`src/rtl/pwm_timebase_pkg.sv`:
```
package pwm_timebase_pkg;

  localparam int PSC_W = 3;

  typedef enum logic {
    MODE_UP   = 1'b0,
    MODE_UPDN = 1'b1
  } cnt_mode_e;

  typedef struct packed {
    logic [PSC_W-1:0] psc;
    logic             so_cmpd_en;
    logic             so_zero_en;
    logic             dir_after_up;
    logic             phase_en;
    cnt_mode_e        mode;
  } tb_ctrl_t;

  localparam int CTRL_W = $bits(tb_ctrl_t);

  typedef enum logic [1:0] {
    REG_CTRL   = 2'd0,
    REG_PERIOD = 2'd1,
    REG_PHASE  = 2'd2,
    REG_CMPD   = 2'd3
  } reg_addr_e;

endpackage

```
`src/rtl/pwm_tick_gen.sv`:
```
module pwm_tick_gen #(
  parameter int PSC_W = 3
) (
  input  logic             clk_i,
  input  logic             rst_ni,
  input  logic             en_i,
  input  logic [PSC_W-1:0] psc_i,
  output logic             tick_o
);

  logic [PSC_W-1:0] div_q;

  // >= keeps the divider sane if the prescale is lowered mid-run
  assign tick_o = en_i && (div_q >= psc_i);

  always_ff @(posedge clk_i or negedge rst_ni) begin
    if (!rst_ni)      div_q <= '0;
    else if (!en_i)   div_q <= '0;
    else if (tick_o)  div_q <= '0;
    else              div_q <= div_q + 1'b1;
  end

endmodule

```
`src/rtl/pwm_sync_capture.sv`:
```
module pwm_sync_capture (
  input  logic clk_i,
  input  logic rst_ni,
  input  logic sync_i,
  input  logic phase_en_i,
  input  logic tick_i,
  output logic load_o
);

  logic sync_q, pend_q, pend_d, rise;

  assign rise   = sync_i && !sync_q;
  assign load_o = pend_q && tick_i;

  // edges seen while a load is pending fold into it
  always_comb begin
    if (!phase_en_i)  pend_d = 1'b0;
    else if (pend_q)  pend_d = !tick_i;
    else              pend_d = rise;
  end

  always_ff @(posedge clk_i or negedge rst_ni) begin
    if (!rst_ni) begin
      sync_q <= 1'b0;
      pend_q <= 1'b0;
    end else begin
      sync_q <= sync_i;
      pend_q <= pend_d;
    end
  end

  AST_PEND_RELEASE: assert property (@(posedge clk_i) disable iff (!rst_ni)
    (pend_q && tick_i) |=> !pend_q);

endmodule

```
`src/rtl/pwm_tb_counter.sv`:
```
module pwm_tb_counter
  import pwm_timebase_pkg::*;
#(
  parameter int CNT_W = 16
) (
  input  logic             clk_i,
  input  logic             rst_ni,
  input  logic             tick_i,
  input  logic             load_i,
  input  cnt_mode_e        mode_i,
  input  logic             dir_after_up_i,
  input  logic [CNT_W-1:0] period_i,
  input  logic [CNT_W-1:0] phase_i,
  input  logic [CNT_W-1:0] cmpd_i,
  output logic [CNT_W-1:0] cnt_o,
  output logic             dir_up_o,
  output logic             zero_evt_o,
  output logic             cmpd_evt_o
);

  logic [CNT_W-1:0] cnt_q, step_cnt, nxt_cnt;
  logic             dir_q, step_dir, nxt_dir;

  always_comb begin
    step_cnt = cnt_q;
    step_dir = dir_q;
    if (period_i == '0) begin
      step_cnt = '0;
      step_dir = 1'b1;
    end else if (mode_i == MODE_UP) begin
      step_dir = 1'b1;
      step_cnt = (cnt_q >= period_i) ? '0 : cnt_q + 1'b1;
    end else if (dir_q) begin
      if (cnt_q >= period_i) begin
        step_dir = 1'b0;
        step_cnt = cnt_q - 1'b1;
      end else begin
        step_cnt = cnt_q + 1'b1;
      end
    end else begin
      if (cnt_q == '0) begin
        step_dir = 1'b1;
        step_cnt = {{(CNT_W-1){1'b0}}, 1'b1};
      end else begin
        step_cnt = cnt_q - 1'b1;
      end
    end
  end

  always_comb begin
    if (load_i) begin
      nxt_cnt = phase_i;
      // down-count from a zero phase is not allowed
      nxt_dir = (mode_i == MODE_UP) || dir_after_up_i || (phase_i == '0);
    end else begin
      nxt_cnt = step_cnt;
      nxt_dir = step_dir;
    end
  end

  always_ff @(posedge clk_i or negedge rst_ni) begin
    if (!rst_ni) begin
      cnt_q <= '0;
      dir_q <= 1'b1;
    end else if (tick_i) begin
      cnt_q <= nxt_cnt;
      dir_q <= nxt_dir;
    end
  end

  assign zero_evt_o = tick_i && !load_i && (step_cnt == '0) && (cnt_q != '0);
  assign cmpd_evt_o = tick_i && !load_i && (step_cnt == cmpd_i) && (cnt_q != cmpd_i);
  assign cnt_o      = cnt_q;
  assign dir_up_o   = dir_q;

  AST_HOLD_BETWEEN_TICKS: assert property (@(posedge clk_i) disable iff (!rst_ni)
    !$past(tick_i) |-> $stable(cnt_q));

endmodule

```
`src/rtl/pwm_timebase.sv`:
```
module pwm_timebase
  import pwm_timebase_pkg::*;
#(
  parameter int CNT_W = 16
) (
  input  logic             clk_i,
  input  logic             rst_ni,
  input  logic             tick_en_i,
  input  logic             cfg_we_i,
  input  logic [1:0]       cfg_addr_i,
  input  logic [CNT_W-1:0] cfg_wdata_i,
  input  logic             sync_i,
  output logic             sync_o,
  output logic [CNT_W-1:0] cnt_o,
  output logic             dir_up_o
);

  tb_ctrl_t         ctrl_q;
  logic [CNT_W-1:0] period_q, phase_q, cmpd_q;
  logic             tick, load, zero_evt, cmpd_evt, sync_q;

  always_ff @(posedge clk_i or negedge rst_ni) begin
    if (!rst_ni) begin
      ctrl_q   <= '0;
      period_q <= '0;
      phase_q  <= '0;
      cmpd_q   <= '0;
    end else if (cfg_we_i) begin
      unique case (reg_addr_e'(cfg_addr_i))
        REG_CTRL:   ctrl_q   <= tb_ctrl_t'(cfg_wdata_i[CTRL_W-1:0]);
        REG_PERIOD: period_q <= cfg_wdata_i;
        REG_PHASE:  phase_q  <= cfg_wdata_i;
        REG_CMPD:   cmpd_q   <= cfg_wdata_i;
        default:    ;
      endcase
    end
  end

  pwm_tick_gen #(.PSC_W(PSC_W)) i_tick_gen (
    .clk_i  (clk_i),
    .rst_ni (rst_ni),
    .en_i   (tick_en_i),
    .psc_i  (ctrl_q.psc),
    .tick_o (tick)
  );

  pwm_sync_capture i_sync_capture (
    .clk_i      (clk_i),
    .rst_ni     (rst_ni),
    .sync_i     (sync_i),
    .phase_en_i (ctrl_q.phase_en),
    .tick_i     (tick),
    .load_o     (load)
  );

  pwm_tb_counter #(.CNT_W(CNT_W)) i_counter (
    .clk_i          (clk_i),
    .rst_ni         (rst_ni),
    .tick_i         (tick),
    .load_i         (load),
    .mode_i         (ctrl_q.mode),
    .dir_after_up_i (ctrl_q.dir_after_up),
    .period_i       (period_q),
    .phase_i        (phase_q),
    .cmpd_i         (cmpd_q),
    .cnt_o          (cnt_o),
    .dir_up_o       (dir_up_o),
    .zero_evt_o     (zero_evt),
    .cmpd_evt_o     (cmpd_evt)
  );

  always_ff @(posedge clk_i or negedge rst_ni) begin
    if (!rst_ni) sync_q <= 1'b0;
    else         sync_q <= (zero_evt && ctrl_q.so_zero_en) || (cmpd_evt && ctrl_q.so_cmpd_en);
  end

  assign sync_o = sync_q;

  AST_SYNC_OUT_ON_TICK: assert property (@(posedge clk_i) disable iff (!rst_ni)
    sync_q |-> $past(tick));

  AST_LOAD_TAKES_PHASE: assert property (@(posedge clk_i) disable iff (!rst_ni)
    load |=> (cnt_o == $past(phase_q)));

  AST_NO_LOAD_WHEN_OFF: assert property (@(posedge clk_i) disable iff (!rst_ni)
    !ctrl_q.phase_en |-> !load);

endmodule

```
`config.mk`:
```
export PLATFORM = sky130hd
export DESIGN_NAME = pwm_timebase
export DESIGN_NICKNAME = d
export VERILOG_FILES = /design/src/rtl/pwm_timebase_pkg.sv /design/src/rtl/pwm_tick_gen.sv /design/src/rtl/pwm_sync_capture.sv /design/src/rtl/pwm_tb_counter.sv /design/src/rtl/pwm_timebase.sv
export SDC_FILE = /design/constraint.sdc
export NUM_CORES = 1
export LEC_CHECK = 0
export BUFFER_PORTS_ARGS = -buffer_cell sky130_fd_sc_hd__buf_2
export CORE_UTILIZATION = 54
export DETAILED_ROUTE_END_ITERATION = 6
export GPL_ROUTABILITY_DRIVEN = 0
export GPL_TIMING_DRIVEN = 0
export PLACE_DENSITY = 0.73
export SYNTH_ARGS = -nofsm -noshare
export SYNTH_HDL_FRONTEND = slang
export SYNTH_SLANG_ARGS = --single-unit
```
`constraint.sdc`:
```
create_clock -name clk_i -period 3.6 [get_ports clk_i]
set_clock_uncertainty 0.05 [all_clocks]
set_input_delay 0.18 -clock clk_i [delete_from_list [all_inputs] [get_ports clk_i]]
set_output_delay 0.18 -clock clk_i [all_outputs]
set_load 0.01 [all_outputs]
```
Word level (Yosys, flattened, before mapping)
Cells that the tools add are included.
W data, S select, Z words.
{ "word_totals": {"regBits": 79, "inputBits": 23, "elab_cells": 69} }
{ "op_classes": {"add_sub_neg": 3, "n_lt_le_gt_ge": 2, "eq_ne": 5, "muxes": 17, "n_bitwise": 1, "reduce_logical": 26} }
{ "op_table": {"columns": ["op", "count"], "rows": [
  ["$mux W16", 7],
  ["$logic_not A16 Y1", 4],
  ["$add A16 B1 Y16 const B", 1],
  ["$eq A16 B16 Y1", 1],
  ["$ge A16 B16 Y1", 1],
  ["$ne A16 B16 Y1", 1],
  ["$reduce_bool A16 Y1", 1],
  ["$sub A16 B1 Y16 const B", 1],
  ["$logic_and A1 B1 Y1", 10],
  ["$mux W1", 8],
  ["$reduce_and A2 Y1", 4],
  ["$mux W3", 2],
  ["$eq A2 B2 Y1 const B", 2],
  ["$add A3 B1 Y3 const B", 1],
  ["$ge A3 B3 Y1", 1],
  ["$logic_not A1 Y1", 3],
  ["$logic_or A1 B1 Y1", 3],
  ["$eq A2 B1 Y1 const B", 1],
  ["$logic_not A2 Y1", 1],
  ["$not A1 Y1", 1]
]} }

Longest topological paths before layout
Gate-level depths: netlist of the first run.
{ "logic_depth": {"depth_word": 10, "mapped_depth": 13} }

By module
Synthesis of the first run repeated with hierarchy kept, for this count alone.
{ "hier_totals": {"cells_unflattened": 533, "hier_area_um2": 5246.3} }
{ "modules_own_cells": {"columns": ["mod", "instances", "cells_per_inst", "area_each_um2", "seq_area_each_um2"], "rows": [
  ["pwm_tb_counter", 1, 385, 2806.4, 426.7],
  ["pwm_timebase", 1, 121, 2143.3, 1426.4],
  ["pwm_tick_gen", 1, 21, 212.7, 75.1],
  ["pwm_sync_capture", 1, 6, 83.8, 50.0]
]} }

Least setup slack after synthesis of the first run
Ideal clock, no wire load.
{ "synth_timing": {"kind": "register to register", "startpoint": "reg i_counter.cnt_q[1] (netlist: i_counter.cnt_o[1])", "endpoint": "reg sync_q (netlist: sync_o)", "setup_time_ns": 0.092, "arrival_time_ns": 3.318, "required_time_ns": 3.458, "path_slack_ns": 0.140, "path_stages_with_launch": 12, "synth_period_minus_slack_ns": 3.460, "cell_sequence": "dfrtp_1 ha_1 nor2b_1 o211a_1 o31a_1 nor3_1 clkbuf_1 a21oi_1 a21oi_1 o221ai_1 or4_1 o31ai_2"} }
{ "synth_via": {"elab_chain_len": 10} }
{ "synth_rtl": {"columns": ["item", "line", "source"], "rows": [
  ["start, declared", "pwm_tb_counter.sv:21", "logic [CNT_W-1:0] cnt_q, step_cnt, nxt_cnt;"],
  ["start signal, assigned", "pwm_tb_counter.sv:66", "cnt_q <= nxt_cnt;"],
  ["$sub A16 B1 Y16 (tied with other cells)", "pwm_tb_counter.sv:36, pwm_tb_counter.sv:45", null],
  ["$mux W16, on equally long branches", "pwm_tb_counter.sv:41, pwm_tb_counter.sv:34", null],
  ["$mux W16", "pwm_tb_counter.sv:33", "end else if (dir_q) begin"],
  ["$mux W16", "pwm_tb_counter.sv:30", "end else if (mode_i == MODE_UP) begin"],
  ["$mux W16", "pwm_tb_counter.sv:27", "if (period_i == '0) begin"],
  ["$eq A16 B16 Y1 or $logic_not A16 Y1 (tied branches)", "pwm_tb_counter.sv:72, pwm_tb_counter.sv:71", null],
  ["$logic_and A1 B1 Y1, on equally long branches (2 in a row)", "pwm_tb_counter.sv:72, pwm_tb_counter.sv:71", null],
  ["$logic_and A1 B1 Y1", "pwm_timebase.sv:74", "else sync_q <= (zero_evt && ctrl_q.so_zero_en) || (cmpd_evt && ctrl_q.so_cmpd_en);"],
  ["$logic_or A1 B1 Y1 (*)", "pwm_timebase.sv:74", null],
  ["end signal, assigned", "pwm_timebase.sv:74", null],
  ["end, declared", "pwm_timebase.sv:20", "logic tick, load, zero_evt, cmpd_evt, sync_q;"]
]} }
Mark *: on every way between the ends. The rest lies on a longest branch, timed or not.
A chain may end at the register's enable or synchronous reset.

Final worst setup path of the first run
{ "layout_timing": {"startpoint": "reg i_counter.cnt_q[15] (netlist: i_counter.cnt_o[15])", "endpoint": "reg sync_q (netlist: sync_o)"} }
Same word-level chain as after synthesis.

==> key figures, run 1 <==
Timing
  • PnR worst setup slack: -0.0316 ns
  • Final Hold Fails: 0
  • Max Slew Vio Count: 0
  • Worst-Margin Slew: between 0.7 and 0.8 ns
  • Fin crit period: between 3 and 4 ns
  • Final worst-path cycle share: 101%
  • Max_slew headroom: between 40 and 50%
  • Final setup violation count: 1
  • Highest Clock Rate: roughly 280 MHz

Finish
  • Post-layout util: between 60% and 70%
  • Area growth syn-to-layout: 23.3%
  • Ant diodes: 0
  • Design Area, Final: 6520 um^2
  • Total Nets Final: 687
  • Fraction of layout cells with a size suffix above 1: a little under a third

GRT
  • First-pass GRT wire length: ~26000 um
  • GRT Total Usage: between 30% and 40%
  • Vias in the first global route: 5018
  • Initial antenna violation count: 0
  • Total grt overflow: 0
  • Largest net degree at the start of global routing: between 40 and 50

Floorplan
  • Starting Density: a little under three fifths
  • Die ar.: a little over 10000 um^2
  • Core ar.: roughly 9400 um^2
  • Die width: a little over 100 um
  • I/O pin total: a little over 40
  • Die Span Y: between 100 and 150 um
  • Num rows: 35

Synthesis
  • Number of library cell types mapped by synthesis: 65
  • Seq/Total Area, Yosys: ~37%
  • Count leader, synth: dfrtp_1
  • Asr flop ratio synth: 100%
  • Post-synth EDFFs: 0
  • Area contributors post-synth: dfrtp_1 (37%), mux2_2 (12%), ha_1 (5.4%), xnor2_1 (4.6%), nand2_1 (2.7%)
  • #FFs+latches synth: 79
  • Synthesized netlist cell count: 554
  • Mapped Area: roughly 5300 um^2
  • Synth top cells by count: dfrtp_1 (78), mux2_2 (55), nand2_1 (38), inv_1 (34), xnor2_1 (28)
  • Synth warnings: 0
  • Syn Nets: 600
  • Synth Area per Inst: ~9.5 um^2
  • Post-synth top flop: dfrtp_1
  • Synth area leader: dfrtp_1
  • Yosys top cell area share: a little under two fifths

Clocking
  • Clock Path Buffers: 2
  • Total CTS buffers: 9
  • # clock sinks: 79
  • Worst-skew pair later-pin latency: between 0.3 and 0.4 ns
  • Worst-path clk slew: 0.08 ns
  • Root Buffer: clkbuf_8
  • # H-tree levels: 3
  • TritonCTS clock tree: done

Detailed routing
  • Drt drc: 0
  • Vias: just over 5000
  • Antenna-violating nets left: 0
  • Starting DRT DRC Count: ~450
  • Routed len/inst: between 20 and 25 um
  • Final Routed Wirelength: between 15000 and 20000 um
  • Vias per cell: roughly 6.6
  • Pre-antenna DRT Iters: 5

Setup path
  • WP data required: ~3.8 ns
  • Worst setup EP type: flop
  • CP Class: flop to flop
  • Startpoint Class: flop
  • Critical path peak fanout: 5
  • WP data arrival: 3.84 ns

Power and ir drop
  • Leakage: ~2.8 nW
  • Peak supply drop: approximately 0.00047 V
  • Pwr/cell area: slightly below 800 nW/um^2

Place
  • Post-DP HPWL: approximately 12000 um
  • IO buf count: 40
  • Placed cell area: ~5700 um^2

Flow run
  • Max_cap viols: 0

Outcome
  • Status: finished with violations
  • Failing checks: setup timing

Min path
  • Worst min-delay path class: input port to flop
==> final timing paths <==
check,depth (start not counted),slack [ns],start,endpoint
worst max-delay path,12,-0.03,i_counter.cnt_o[15],sync_o
worst min-delay path,3,0.03,tick_en_i,i_tick_gen.div_q[0]
worst max register to register,12,-0.03,i_counter.cnt_o[15],sync_o
worst min register to register,1,0.42,i_tick_gen.div_q[0],i_tick_gen.div_q[0]
max in group asynchronous,3,2.61,rst_ni,i_counter.dir_up_o
min in group asynchronous,2,0.29,rst_ni,i_tick_gen.div_q[2]
==> stage by stage <==
step	total power, mW	std cells	hold WS [ns]	setup slack (ns)	TNS (ns)
floorplan	3.02	554	-0.166	0.140	0
global placement	3.70	723	0.264	-1.12	-6.96
detailed placement	3.78	724	0.0953	-1.19	-8.18
CTS	4.80	760	0.0268	0.00284	0
global route	5.44	775	0.0266	-0.0579	-0.0579
finish	5.17	775	0.0346	-0.0316	-0.0316
==> registers in the layout, summed over array words and instances, names as in the netlist, 3 cells and up <==
register,flops
i_counter.cnt_o,16
cmpd_q,16
i_tick_gen.div_q,3
period_q,16
ctrl_q,8
phase_q,16
==> routing by layer <==
metal  vias to the layer above  GRT usage, %  share of wire (%)
met4                         0          19.0                4.8
met3                        74          5.76                9.9
li1                       2241             -                  -
met1                      2482          44.9                 39
met2                       334          54.3                 46
met5                         -             0                  0
==> where the power goes <==
part,internal [mW],leakage (nW),switching (mW)
Sequential,1.12,0.949,0.323
Combinational,1.22,1.70,1.75
Clock,0.462,0.111,0.308
==> cell type report <==
type | instances | area [um^2]
buffer | 29 | 135
clock buffer | 12 | 135
clock inverter | 4 | 97.6
fill | 741 | 2860
inverter | 34 | 131
multi-input combinational | 412 | 3360
sequential | 79 | 1990
tap | 129 | 161
timing repair buffer | 76 | 509
==> worst max-delay path, stage by stage (launching register included) <==
cell and delay (ns):
dfrtp_2 0.48, ha_4 0.29, o21ai_0 0.17, nor2_1 0.44, nor3_2 0.14, a311oi_4 0.43, buf_4 0.18, buf_6 0.11
nand4_1 0.11, a21oi_2 0.30, o221ai_1 0.18, or4_4 0.45, o31ai_4 0.21
==> logic make-up after synthesis <==
logic type | count (synthesis) | synth area share [%]
compound gates | 110 | 14.8
simple gates | 176 | 17.8
buf+inv | 63 | 4.69
mux | 63 | 13.2
fa+ha+maj | 23 | 5.45
xor+xnor | 40 | 6.63
flops | 79 | 37.4
==> cells in the final DEF (no fill, tap or decap), drive strengths merged, types with 3 or more instances in the layout <==
master	count
a211oi	5
a21oi	22
a221oi	3
a31oi	3
a32o	3
a32oi	7
a41oi	3
and3	6
buf	80
bufinv	3
clkbuf	35
dfrtp	78
ha	23
inv	33
mux2	55
mux2i	8
nand2	38
nand2b	4
nand3	22
nand3b	5
nand4	15
nor2	25
nor2b	3
nor3	14
nor4	19
o21ai	28
o221ai	3
o311ai	3
o31ai	4
o41ai	3
or3	6
or4	7
xnor2	28
xor2	12
==> repair_timing <==
action,4_1_cts,5_1_grt
setup endpoints to repair,15,1
pin swaps,8,16
cloned,1,0
setup buffers,17,15
hold endpoints to repair,33,0
gates resized for setup,32,43
hold buffers,2,0
(Power assumes the default switching activity.)
==> inputs of run 2 (changes only) <==
--- a/config.mk
+++ b/config.mk
@@ -11,6 +11,7 @@
 export GPL_ROUTABILITY_DRIVEN = 0
 export GPL_TIMING_DRIVEN = 0
 export PLACE_DENSITY = 0.73
+export RECOVER_POWER = 50
 export SYNTH_ARGS = -nofsm -noshare
 export SYNTH_HDL_FRONTEND = slang
 export SYNTH_SLANG_ARGS = --single-unit
==> key figures, run 2 (synthesis results as in run 1) <==
Clocking
  • # clock sinks: 79
  • Worst-path clk slew: around 0.08 ns
  • Root Buffer: clkbuf_8
  • Worst-skew pair later-pin latency: roughly 0.36 ns
  • Total CTS buffers: 9
  • # H-tree levels: 3
  • TritonCTS clock tree: done
  • Clock Path Buffers: 2

Setup path
  • WP data required: approximately 3.8 ns
  • CP Class: flop to flop
  • Critical path peak fanout: 5
  • Worst setup EP type: flop
  • Startpoint Class: flop
  • WP data arrival: approximately 3.8 ns

Outcome
  • Failing checks: capacitance limit, slew limit, setup timing
  • Status: finished with violations

Floorplan
  • Num rows: 35
  • Core ar.: roughly 9400 um^2
  • Die Span Y: 101 um
  • Starting Density: around 56%
  • Die ar.: a little over 10000 um^2
  • I/O pin total: 41
  • Die width: slightly above 100 um

Finish
  • Area of the multi-input gates: between 3000 and 4000 um^2
  • FILL cells: 749
  • Total Nets Final: just under 700
  • Ant diodes: 0
  • Commonest non-fill, non-tap cell in the layout: dfrtp_1
  • Commonest non-fill, non-tap cells in the layout: dfrtp_1 (72), mux2_2 (55), nand2_1 (37), buf_2 (37)
  • Fraction of layout cells with a size suffix above 1: 31.1%
  • Register Area: a little under 2000 um^2
  • Area growth syn-to-layout: 22.7%

Power and ir drop
  • Pwr/cell area: about 800 nW/um^2
  • Total power: approximately 5.2 mW
  • Peak supply drop: approximately 0.00047 V
  • Leakage: 2.74 nW

Detailed routing
  • Starting DRT DRC Count: roughly 450
  • Drt drc: 0
  • Routed len/inst: around 22 um
  • Antenna-violating nets left: 0
  • Final Routed Wirelength: roughly 17000 um
  • Vias per cell: approximately 6.6
  • Vias: between 5000 and 6000
  • Pre-antenna DRT Iters: 5

Timing
  • Fin crit period: 3.62 ns
  • PnR worst setup slack: -0.0155 ns
  • Final worst-path cycle share: 100%
  • Worst-Margin Slew: between 1.5 and 2 ns
  • Highest Clock Rate: about 280 MHz
  • Final setup violation count: 1
  • Max_slew headroom: -11.8%
  • Final Hold Fails: 0
  • Worst hold slack: between 0.02 and 0.03 ns
  • Final TNS setup: -0.0155 ns
  • Max Slew Vio Count: 34

GRT
  • GRT Total Usage: roughly a third
  • Total grt overflow: 0
  • Initial antenna violation count: 0
  • First-pass GRT wire length: approximately 26000 um
  • Vias in the first global route: roughly 5000
  • Largest net degree at the start of global routing: 48

Place
  • Post-DP HPWL: between 10000 and 15000 um
  • IO buf count: 40
  • Pre-CTS WS: -1.19 ns

Min path
  • Worst min-delay path class: input port to flop

Flow run
  • Max_cap viols: 1
[run 2: changes by cell type in the layout (fill, tap and decap cells not counted), sizes merged]
cell | previous run | this run
buf | 80 | 75
clkbuf | 35 | 40
[run 2: metrics by stage]
stage          utilization [%]  cell area [um^2]  instances
2_1_floorplan                -              5280        554
3_3_place_gp              60.2              5650        723
3_5_place_dp              60.6              5680        724
4_1_cts                   66.2              6200        760
5_1_grt                   69.2              6480        775
6_report                  69.2              6480        775
[run 2: metal layers]
layer,global-route usage [%],vias to the layer above,share of wire [%]
met3,5.76,67,10
met1,44.9,2471,39
li1,-,2241,-
met2,54.3,360,46
met5,0,-,0
met4,19.0,0,4.7
[run 2: final timing paths]
kind	startpoint	end	slack, ns	cells after the start
min in group asynchronous	rst_ni	i_tick_gen.div_q[2]	0.77	2
hold / removal	tick_en_i	i_tick_gen.div_q[0]	0.03	3
max in group asynchronous	rst_ni	i_counter.cnt_o[10]	0.75	3
setup reg to reg	i_counter.cnt_o[15]	sync_o	-0.02	12
hold reg to reg	i_tick_gen.div_q[0]	i_tick_gen.div_q[0]	0.42	1
setup / recovery	i_counter.cnt_o[15]	sync_o	-0.02	12
[run 2: final cells by class]
type                            instances  share of cell area, %
Multi-Input combinational cell        412                   51.8
Timing Repair Buffer                   76                   7.39
Buffer                                 29                   2.08
Tap cell                              129                   2.49
Inverter                               34                   2.03
Clock inverter                          4                   1.50
Clock buffer                           12                   2.08
Sequential cell                        79                   30.6
[run 2: where the power goes]
part | switching, mW | leakage (nW) | internal [mW]
Clock | 0.311 | 0.111 | 0.462
Combinational | 1.76 | 1.68 | 1.21
Sequential | 0.320 | 0.949 | 1.12
[run 2: what timing repair did]
| action | CTS | global route |
|---|---|---|
| hold buffers | 2 | 0 |
| endpoints found under the hold margin | 33 | 0 |
| pin swaps | 8 | 16 |
| gates resized for setup | 32 | 43 |
| cloned | 1 | 0 |
| endpoints found under the setup margin | 15 | 1 |
| buffers inserted | 17 | 15 |
[run 2: worst max-delay path, cell delays in order (launching register included)]
cell and delay, ns:
dfrtp_2 0.48, ha_4 0.29, o21ai_0 0.17, nor2_1 0.43, nor3_2 0.14, a311oi_4 0.43, buf_4 0.18, buf_6 0.11
nand4_1 0.10, a21oi_2 0.30, o221ai_1 0.18, or4_4 0.45, o31ai_4 0.21
==> inputs of run 3 (changes only) <==
--- a/config.mk
+++ b/config.mk
@@ -6,6 +6,7 @@
 export NUM_CORES = 1
 export LEC_CHECK = 0
 export BUFFER_PORTS_ARGS = -buffer_cell sky130_fd_sc_hd__buf_2
+export CORE_MARGIN = 1.5
 export CORE_UTILIZATION = 54
 export DETAILED_ROUTE_END_ITERATION = 6
 export GPL_ROUTABILITY_DRIVEN = 0
==> key figures, run 3 (synthesis results as in run 1) <==
Outcome
  • Status: finished with violations
  • Failing checks: setup timing

Floorplan
  • Num rows: 35
  • Die ar.: just over 10000 um^2
  • I/O pin total: 41
  • Core ar.: 9370 um^2
  • Starting Density: 56.4%
  • Die Span Y: roughly 100 um
  • Die width: ~100 um

Finish
  • Ant diodes: 0
  • Commonest non-fill, non-tap cell in the layout: dfrtp_1
  • Design Area, Final: about 6500 um^2
  • Commonest non-fill, non-tap cells in the layout: dfrtp_1 (71), mux2_2 (55), buf_4 (38)
  • Fin cells: 781
  • Total Nets Final: approximately 700
  • Post-layout util: between 60% and 70%
  • Fraction of layout cells with a size suffix above 1: approximately 32%
  • Area growth syn-to-layout: 22.1%

Setup path
  • Reg2reg start: i_counter.cnt_o[15]
  • WP data arrival: approximately 3.9 ns
  • R2R depth: 14
  • Setup slack, reg-to-reg: -0.06 ns
  • Startpoint Class: flop
  • Critical path peak fanout: 8
  • WP data required: roughly 3.8 ns
  • R2R Path End: sync_o
  • Worst setup EP type: flop
  • CP Class: flop to flop

Timing
  • Final TNS setup: -0.0620 ns
  • Max Slew Vio Count: 0
  • PnR worst setup slack: -0.0620 ns
  • Max_slew headroom: under 10%
  • Final worst-path cycle share: 102%
  • Final Hold Fails: 0
  • Highest Clock Rate: about 270 MHz
  • Fin crit period: 3.66 ns
  • Final setup violation count: 1
  • Worst-Margin Slew: between 1 and 1.5 ns
  • RSZ-0062 raised after global routing: yes

Detailed routing
  • Vias: roughly 5200
  • Vias per cell: between 6 and 7
  • Pre-antenna DRT Iters: 6
  • Antenna-violating nets left: 0
  • Routed len/inst: around 22 um
  • Starting DRT DRC Count: between 400 and 500
  • Final Routed Wirelength: ~17000 um
  • Drt drc: 0

Min path
  • Worst min-delay path class: input port to flop
  • Hold Path Sink: period_q[12]
  • WHS Path Cells: 2
  • Hold Crit Start: cfg_wdata_i[12]

GRT
  • GRT Total Usage: about 33%
  • Largest net degree at the start of global routing: 57
  • Vias in the first global route: just under 5000
  • Initial antenna violation count: 0
  • Total grt overflow: 0
  • First-pass GRT wire length: approximately 26000 um

Clocking
  • Worst-path clk slew: ~0.090 ns
  • # clock sinks: 79
  • Clock Path Buffers: 2
  • # H-tree levels: 3
  • Worst-skew pair later-pin latency: approximately 0.35 ns
  • Root Buffer: clkbuf_8
  • TritonCTS clock tree: done
  • Total CTS buffers: 9

Place
  • Placed insts: roughly 720
  • Post-DP HPWL: 12300 um
  • Placed cell area: 5680 um^2
  • IO buf count: 40

Power and ir drop
  • Pwr/cell area: between 700 and 800 nW/um^2
  • Peak supply drop: around 0.00039 V
  • Leakage: 2.74 nW

Flow run
  • Max_cap viols: 0
==> run 3: worst max path at each step <==
stage	from	endpoint	cells after the start
6_report	i_counter.cnt_o[15]	sync_o	14
5_1_grt	period_q[14]	sync_o	15
4_1_cts	i_counter.cnt_o[1]	sync_o	11
3_5_place_dp	i_counter.cnt_o[15]	sync_o	11
3_3_place_gp	i_counter.cnt_o[15]	sync_o	11
2_1_floorplan	i_counter.cnt_o[1]	sync_o	11
==> run 3: final cells by class <==
| type | instances | area [um^2] |
|---|---|---|
| plain buffers | 29 | 136 |
| clock buffers | 12 | 155 |
| clock inverters | 4 | 53.8 |
| fillers | 719 | 2920 |
| inverters | 34 | 131 |
| multi-input cells | 412 | 3310 |
| flip-flops and latches | 79 | 1990 |
| well taps | 129 | 161 |
| repair buffers | 82 | 520 |
==> run 3: layer usage <==
metal / part of all wire (%) / wire, um / vias to the layer above / track usage (%)
li1: - / - / 2249 / -
met1: 39 / 6690 / 2517 / 45.6
met2: 46 / 7890 / 333 / 52.1
met3: 9.4 / 1600 / 73 / 6.02
met4: 4.9 / 839 / 0 / 15.7
met5: 0 / 0 / - / 0
==> run 3: power breakdown <==
part           internal, mW  total [mW]  switching [mW]
Sequential             1.12        1.42           0.307
Combinational          1.25        3.00            1.75
Clock                 0.360       0.678           0.318
Total                  2.73        5.10            2.37
==> run 3: critical path, stage by stage, from the launching register on <==
cell	delay, ns
dfrtp_2	0.47
ha_4	0.29
nand4_1	0.09
buf_6	0.15
nor4_4	0.19
buf_4	0.19
o31ai_4	0.10
a311oi_2	0.42
buf_4	0.26
buf_4	0.13
a32oi_2	0.10
mux2i_2	0.29
xor2_1	0.11
or4_1	0.49
o31ai_2	0.23
==> run 3: timing repair <==
item                       CTS  global route
pin swaps                   10            18
hold buffers                 2             0
buffers inserted            16            23
resized for setup           31            36
gates cloned                 0             0
setup endpoints to repair   14             2
hold endpoints to repair    24             0
==> run 3: stage by stage <==
stage	hold slack (ns)	total power, mW	setup WS, ns
final	0.0372	5.10	-0.0620
after global routing	0.0432	5.35	-0.124
after CTS	0.0361	4.73	0.000205
after detailed placement	0.0575	3.79	-1.17
after global placement	0.264	3.70	-1.11
after floorplan	-0.166	3.02	0.140
